`src/rtl/gpio_ovr_pkg.sv`:
```
package gpio_ovr_pkg;
  typedef enum logic [1:0] {
    REG_PORT = 2'd0,
    REG_LAT  = 2'd1,
    REG_DIR  = 2'd2,
    REG_ANA  = 2'd3
  } gp_reg_e;

  typedef enum logic [1:0] {
    OSC_XTAL   = 2'd0,
    OSC_EXTCLK = 2'd1,
    OSC_INT_HI = 2'd2,
    OSC_INT_LO = 2'd3
  } osc_mode_e;

  function automatic logic osc_is_external(input logic [1:0] mode);
    return (mode == OSC_XTAL) || (mode == OSC_EXTCLK);
  endfunction
endpackage

```
`src/rtl/gpio_rst_sync.sv`:
```
module gpio_rst_sync (
  input  logic clk_i,
  input  logic rst_ni,
  output logic rst_q_no
);
  logic stage_q;

  always_ff @(posedge clk_i or negedge rst_ni) begin
    if (!rst_ni) begin
      stage_q  <= 1'b0;
      rst_q_no <= 1'b0;
    end else begin
      stage_q  <= 1'b1;
      rst_q_no <= stage_q;
    end
  end
endmodule

```
`src/rtl/gpio_sync2.sv`:
```
module gpio_sync2 #(
  parameter int W = 8
) (
  input  logic         clk_i,
  input  logic         rst_ni,
  input  logic [W-1:0] d_i,
  output logic [W-1:0] q_o
);
  logic [W-1:0] meta_q;

  always_ff @(posedge clk_i or negedge rst_ni) begin
    if (!rst_ni) begin
      meta_q <= '0;
      q_o    <= '0;
    end else begin
      meta_q <= d_i;
      q_o    <= meta_q;
    end
  end
endmodule

```
`src/rtl/gpio_regs.sv`:
```
module gpio_regs
  import gpio_ovr_pkg::*;
#(
  parameter int          W        = 8,
  parameter logic [W-1:0] ANA_MASK = 8'h2F
) (
  input  logic         clk_i,
  input  logic         rst_ni,
  input  logic [1:0]   addr_i,
  input  logic         we_i,
  input  logic [W-1:0] wdata_i,
  output logic [W-1:0] lat_q_o,
  output logic [W-1:0] dir_q_o,
  output logic [W-1:0] ana_q_o
);
  logic         lat_en, dir_en, ana_en;
  logic [W-1:0] lat_d, dir_d, ana_d;

  always_comb begin
    lat_en = we_i && ((addr_i == REG_PORT) || (addr_i == REG_LAT));
    dir_en = we_i && (addr_i == REG_DIR);
    ana_en = we_i && (addr_i == REG_ANA);
    lat_d  = wdata_i;
    dir_d  = wdata_i;
    ana_d  = wdata_i & ANA_MASK;
  end

  always_ff @(posedge clk_i or negedge rst_ni) begin
    if (!rst_ni) begin
      lat_q_o <= '0;
      dir_q_o <= '1;
      ana_q_o <= ANA_MASK;
    end else begin
      if (lat_en) lat_q_o <= lat_d;
      if (dir_en) dir_q_o <= dir_d;
      if (ana_en) ana_q_o <= ana_d;
    end
  end
endmodule

```
`src/rtl/gpio_pin_mux.sv`:
```
module gpio_pin_mux #(
  parameter int W = 8
) (
  input  logic [W-1:0] lat_i,
  input  logic [W-1:0] dir_i,
  input  logic [W-1:0] ana_i,
  input  logic [W-1:0] osc_own_i,
  input  logic [W-1:0] lcd_own_i,
  input  logic [W-1:0] alt_out_i,
  input  logic [W-1:0] alt_oe_i,
  input  logic [W-1:0] sync_i,
  output logic [W-1:0] pad_out_o,
  output logic [W-1:0] pad_oe_o,
  output logic [W-1:0] port_rd_o,
  output logic [W-1:0] lat_rd_o,
  output logic [W-1:0] dir_rd_o
);
  for (genvar i = 0; i < W; i++) begin : g_pin
    logic claimed;
    always_comb begin
      claimed = osc_own_i[i] | lcd_own_i[i];
      if (claimed) begin
        pad_out_o[i] = alt_out_i[i];
        pad_oe_o[i]  = alt_oe_i[i];
      end else begin
        pad_out_o[i] = lat_i[i];
        pad_oe_o[i]  = ~dir_i[i];
      end
      port_rd_o[i] = sync_i[i] & ~claimed & ~ana_i[i];
      lat_rd_o[i]  = lat_i[i] & ~osc_own_i[i];
      dir_rd_o[i]  = dir_i[i] & ~osc_own_i[i];
    end
  end
endmodule

```
`src/rtl/gpio_ovr_port.sv`:
```
module gpio_ovr_port
  import gpio_ovr_pkg::*;
#(
  parameter int           W        = 8,
  parameter logic [W-1:0] ANA_MASK = 8'h2F,
  parameter logic [W-1:0] OSC_MASK = 8'hC0,
  parameter logic [W-1:0] LCD_MASK = 8'h32
) (
  input  logic         clk_i,
  input  logic         rst_ni,
  input  logic [1:0]   bus_addr_i,
  input  logic         bus_we_i,
  input  logic [W-1:0] bus_wdata_i,
  output logic [W-1:0] bus_rdata_o,
  input  logic [W-1:0] pad_in_i,
  output logic [W-1:0] pad_out_o,
  output logic [W-1:0] pad_oe_o,
  input  logic [1:0]   osc_mode_i,
  input  logic [W-1:0] lcd_seg_en_i,
  input  logic [W-1:0] alt_out_i,
  input  logic [W-1:0] alt_oe_i
);
  logic         rst_q_n;
  logic [W-1:0] lat_q, dir_q, ana_q, sync_q;
  logic [W-1:0] osc_own, lcd_own;
  logic [W-1:0] port_rd, lat_rd, dir_rd;

  gpio_rst_sync u_rst (
    .clk_i    (clk_i),
    .rst_ni   (rst_ni),
    .rst_q_no (rst_q_n)
  );

  gpio_regs #(.W(W), .ANA_MASK(ANA_MASK)) u_regs (
    .clk_i   (clk_i),
    .rst_ni  (rst_q_n),
    .addr_i  (bus_addr_i),
    .we_i    (bus_we_i),
    .wdata_i (bus_wdata_i),
    .lat_q_o (lat_q),
    .dir_q_o (dir_q),
    .ana_q_o (ana_q)
  );

  gpio_sync2 #(.W(W)) u_sync (
    .clk_i  (clk_i),
    .rst_ni (rst_q_n),
    .d_i    (pad_in_i),
    .q_o    (sync_q)
  );

  always_comb begin
    osc_own = {W{osc_is_external(osc_mode_i)}} & OSC_MASK;
    lcd_own = lcd_seg_en_i & LCD_MASK;
  end

  gpio_pin_mux #(.W(W)) u_mux (
    .lat_i     (lat_q),
    .dir_i     (dir_q),
    .ana_i     (ana_q),
    .osc_own_i (osc_own),
    .lcd_own_i (lcd_own),
    .alt_out_i (alt_out_i),
    .alt_oe_i  (alt_oe_i),
    .sync_i    (sync_q),
    .pad_out_o (pad_out_o),
    .pad_oe_o  (pad_oe_o),
    .port_rd_o (port_rd),
    .lat_rd_o  (lat_rd),
    .dir_rd_o  (dir_rd)
  );

  always_comb begin
    unique case (bus_addr_i)
      REG_PORT: bus_rdata_o = port_rd;
      REG_LAT:  bus_rdata_o = lat_rd;
      REG_DIR:  bus_rdata_o = dir_rd;
      default:  bus_rdata_o = ana_q;
    endcase
  end
endmodule

```
`config.mk`:
```
export PLATFORM = sky130hd
export DESIGN_NAME = gpio_ovr_port
export DESIGN_NICKNAME = d
export VERILOG_FILES = /design/src/rtl/gpio_ovr_pkg.sv /design/src/rtl/gpio_rst_sync.sv /design/src/rtl/gpio_sync2.sv /design/src/rtl/gpio_regs.sv /design/src/rtl/gpio_pin_mux.sv /design/src/rtl/gpio_ovr_port.sv
export SDC_FILE = /design/constraint.sdc
export NUM_CORES = 1
export LEC_CHECK = 0
export CAP_MARGIN = 20
export CORE_MARGIN = 3
export CORE_UTILIZATION = 35
export CTS_CLUSTER_SIZE = 28
export DETAILED_ROUTE_END_ITERATION = 16
export PLACE_DENSITY = 0.68
export SLEW_MARGIN = 20
export SYNTH_ARGS = -nofsm -noshare
export SYNTH_HDL_FRONTEND = slang
export SYNTH_SLANG_ARGS = --single-unit
export TNS_END_PERCENT = 5
```
`constraint.sdc`:
```
create_clock -name clk_i -period 1.59 [get_ports clk_i]
set_input_delay 0.318 -clock clk_i [delete_from_list [all_inputs] [get_ports clk_i]]
set_output_delay 0.318 -clock clk_i [all_outputs]
set_load 0.1 [all_outputs]
```
==> results of run 1 <==
[worst max-delay path by stage]
stage	from	end	cells past startpoint	slack [ns]
after floorplan	u_regs.dir_q_o[5]	pad_oe_o[5]	1	-0.44
after global placement	bus_addr_i[0]	bus_rdata_o[7]	6	-0.72
after detailed placement	bus_addr_i[1]	bus_rdata_o[5]	7	-0.80
after CTS	bus_addr_i[1]	bus_rdata_o[2]	8	-0.23
after global routing	u_regs.lat_q_o[2]	bus_rdata_o[2]	4	-0.26
final	bus_addr_i[1]	bus_rdata_o[2]	8	-0.21
[registers in the layout, indices dropped and copies added, names as in the netlist]
register,flops
u_regs.dir_q_o,8
u_regs.ana_q_o,5
u_rst.stage_q,1
u_sync.meta_q,8
u_rst.rst_q_no,1
u_sync.q_o,8
u_regs.lat_q_o,8
[kinds of logic (layout without fill, tap and decap cells)]
| kind of cell | Yosys count | after routing | share of synthesized area, % |
|---|---|---|---|
| fa+ha+maj | 5 | 5 | 3.674 |
| buf+inv | 16 | 99 | 5.290 |
| compound gates | 24 | 24 | 10.21 |
| other cells | 1 | 1 | 0.2202 |
| simple gates | 13 | 13 | 3.968 |
| mux | 28 | 28 | 18.37 |
| flops | 39 | 39 | 58.27 |
[what timing repair did]
item,in CTS,in global routing
pin swaps,11,2
gates resized for setup,41,5
setup buffers,0,2
setup endpoints to repair,34,11
[where the power goes]
group	total [mW]	switching [mW]	internal [mW]
sequential	1.26	0.0972	1.16
clock	0.875	0.359	0.516
combinational	1.63	0.967	0.660
total	3.76	1.42	2.34
[placed cells by master (no fill, tap or decap), types with 3 or more instances in the layout]
cell / n
sky130_fd_sc_hd__ha_4: 4
sky130_fd_sc_hd__buf_12: 25
sky130_fd_sc_hd__nand2_1: 5
sky130_fd_sc_hd__mux2_2: 26
sky130_fd_sc_hd__buf_6: 3
sky130_fd_sc_hd__dfstp_2: 13
sky130_fd_sc_hd__dfrtp_1: 26
sky130_fd_sc_hd__clkdlybuf4s50_1: 27
sky130_fd_sc_hd__inv_1: 6
sky130_fd_sc_hd__a21oi_2: 3
sky130_fd_sc_hd__o21ai_1: 3
sky130_fd_sc_hd__clkbuf_8: 6
sky130_fd_sc_hd__nor2_1: 4
sky130_fd_sc_hd__buf_4: 21
sky130_fd_sc_hd__a221oi_2: 3
[per-layer routing]
| layer | up-vias | GRT usage [%] |
|---|---|---|
| met5 | - | 0 |
| met2 | 42 | 30.99 |
| li1 | 610 | - |
| met1 | 654 | 19.47 |
| met3 | 9 | 4.485 |
| met4 | 0 | 4.854 |
[worst max-delay path: stages]
cell	delay, ns
sky130_fd_sc_hd__buf_12	0.09
sky130_fd_sc_hd__inv_8	0.03
sky130_fd_sc_hd__ha_4	0.16
sky130_fd_sc_hd__buf_6	0.11
sky130_fd_sc_hd__a221o_1	0.30
sky130_fd_sc_hd__a31oi_1	0.20
sky130_fd_sc_hd__a21oi_2	0.08
sky130_fd_sc_hd__buf_12	0.17
[area by class of cell]
| cell class | count | area (um^2) |
|---|---|---|
| clock buffers | 6 | 82.58 |
| inverters | 10 | 47.55 |
| clock inverters | 2 | 38.79 |
| repair buffers | 81 | 1007 |
| fillers | 308 | 1476 |
| multi-input cells | 71 | 808.3 |
| flip-flops and latches | 39 | 992.2 |
| well taps | 65 | 81.33 |
[metrics by stage]
step           hold WS (ns)  power, mW  setup TNS (ns)
2_1_floorplan       0.02241      2.226          -4.002
3_3_place_gp         0.2823      2.821          -16.31
3_5_place_dp         0.2925      2.847          -17.40
4_1_cts              0.1702      3.769          -1.265
5_1_grt              0.1723      3.892          -1.690
6_report             0.1775      3.762          -1.261
==> run summary, run 1 <==
Net count of the mapped netlist: 178. The die area was 5738 um^2. In this run the worst path has a maximum fanout of 3. TritonCTS built the clock tree.

The period utilization works out to 113.0%. The clock latency on the worst-skew pair is 0.29 ns. The tools report the initial antenna violation count as 0. The floorplan step set the die width to 75.75 um. The first routing iteration left 38 violations. The logs give 1703 um^2 for the synthesized cell area and 0 for the number of buffers added to fix hold violations after cts. The tree built by TritonCTS fans out to 39 sinks.

Among all flip-flop cells after synthesis, the most frequent one is sky130_fd_sc_hd__dfrtp_1. The startpoint identified for the worst register-to-register timing path is u_regs.lat_q_o[2]. The wire-length estimate of the detail-placed layout is 3.297 mm. For the core area, the log shows 4534 um^2. The tools report the arrival time reported for the critical path endpoint as 1.48 ns. Number of buffers created by CTS: 5.

The part of the Yosys area used for sequential elements is 58.27%. For this block, wires on met1 add up to 1.798 mm. The cell total after placement is 264. Measured in cells, the most critical reg-to-reg path has a length of 3. The number of synthesized flops with an enable pin was 0; the hold violation count in the final report was 0. In this run the number of H-tree levels came out at 2. The total overflow reported by the global router is 0, and the utilization of the core after routing is 67.44%.

Setup violations remaining at the end of the flow were counted as 8. Counting along the longest clock path gives a buffer depth of 2. The reg-to-reg endpoint was u_regs.lat_q_o[2]. The tools report the number of global-route vias before repair as 1481.

STA puts the critical path data required time at 1.27 ns. The tools report the reg2reg setup slack as 0.56 ns. The logs give 1315 for the count of vias placed by the detailed router and 274 for the non-filler instance count after layout.

The worst setup timing slack at the placement stage was -0.7979 ns. Synthesis produced 126 cells. The minimum clock period after layout was 1.797 ns; the unique cell type count in the Yosys netlist was 24. For the setup slack of the critical path after layout, the log shows -0.2068 ns. In this run the clock root is driven by a sky130_fd_sc_hd__clkbuf_8. The synthesized design spends more area on one cell type than any other, namely sky130_fd_sc_hd__dfrtp_1. In the final routed layout, each cell accounts on average for 16.24 um. Yosys attributes the largest share of cell area to sky130_fd_sc_hd__dfrtp_1, sky130_fd_sc_hd__dfstp_2, sky130_fd_sc_hd__mux2_2.

For this run, the post-layout net count is 260. Across every metal layer, demand over resource in global routing totals 17.02%. The antenna diode count was 0; the count of input and output buffers was 58. The number of warnings issued by yosys was 0. Proportion of netlist area held by the largest area contributor: 38.21%. For this block, the routed nets add up to 4.451 mm of wire.

The post-route netlist has 59.81% of its cells at a drive strength greater than 1. Timing would allow up to 556.6 MHz. Across the routed clock network, the largest skew measured is 0.005981 ns. For the final weighted congestion in routability-driven placement, the log shows 0.7708. Setup repair after global routing could not meet its margin everywhere.

The starting utilization of the core area was 37.56%. After detailed routing, the number of remaining DRC violations is 0. The run gives 737.7 uV as the peak ir drop on the vdd network. The run finished, with violations left.

The critical path is of the input port to output pin type. Counting flops with an async set or reset pin after synthesis yields a share of 100.0%. Total cell area at the placement stage: 2803 um^2. In this run the vertical extent of the chip is 75.75 um. The number of standard-cell rows in the floorplan came out at 24. The tools report the startpoint type of the worst setup path as an input port. The reported leakage power was 1.280 nW; the wire length of the first global-routing pass was 7.134 mm.

The tools report the number of I/O pins as 71. Number of storage elements in the synthesis netlist: 39. STA classifies the critical path endpoint as an output pin.

After detailed routing, the number of vias per cell comes to 4.799. Once detail routing completed, the nets flagged for antenna violations numbered 0. The clock input transition at the sequential cells of the worst setup and hold paths was 0.08 ns.

The uppermost signal routing layer after detailed routing was met4. The average size of a mapped cell works out to 13.51 um^2. The met3 routed wirelength was 243 um.

The count of final max-slew check failures was 0; the areal power density over the cells was 1230 nW/um^2. The tightest min-delay check is of the input port to asynchronous set/reset pin type. Summed over all nets, wire length on met2 after detailed routing comes to 2.343 mm. The area growth from synthesis to layout was 79.57%. The checks that failed: setup timing.

With fillers left out, the area of the finished cells amounts to 3058 um^2. Maximum number of pins on one net before global-route repair: 38. In the synthesized netlist, the cells that appear most often are sky130_fd_sc_hd__dfrtp_1, sky130_fd_sc_hd__mux2_2, sky130_fd_sc_hd__dfstp_2. The first detailed-routing pass ran for 4 iterations. Max-cap violations in this run came to 0.
Note: power is estimated with default switching activity, not from simulation.
==> run 2, diff against run 1 <==
- CTS_BUF_LIST: unset -> sky130_fd_sc_hd__clkbuf_8
- HOLD_SLACK_MARGIN: unset -> 0.02
==> results of run 2 <==
The final DEF is identical to that of run 1; final timing and power are the same.
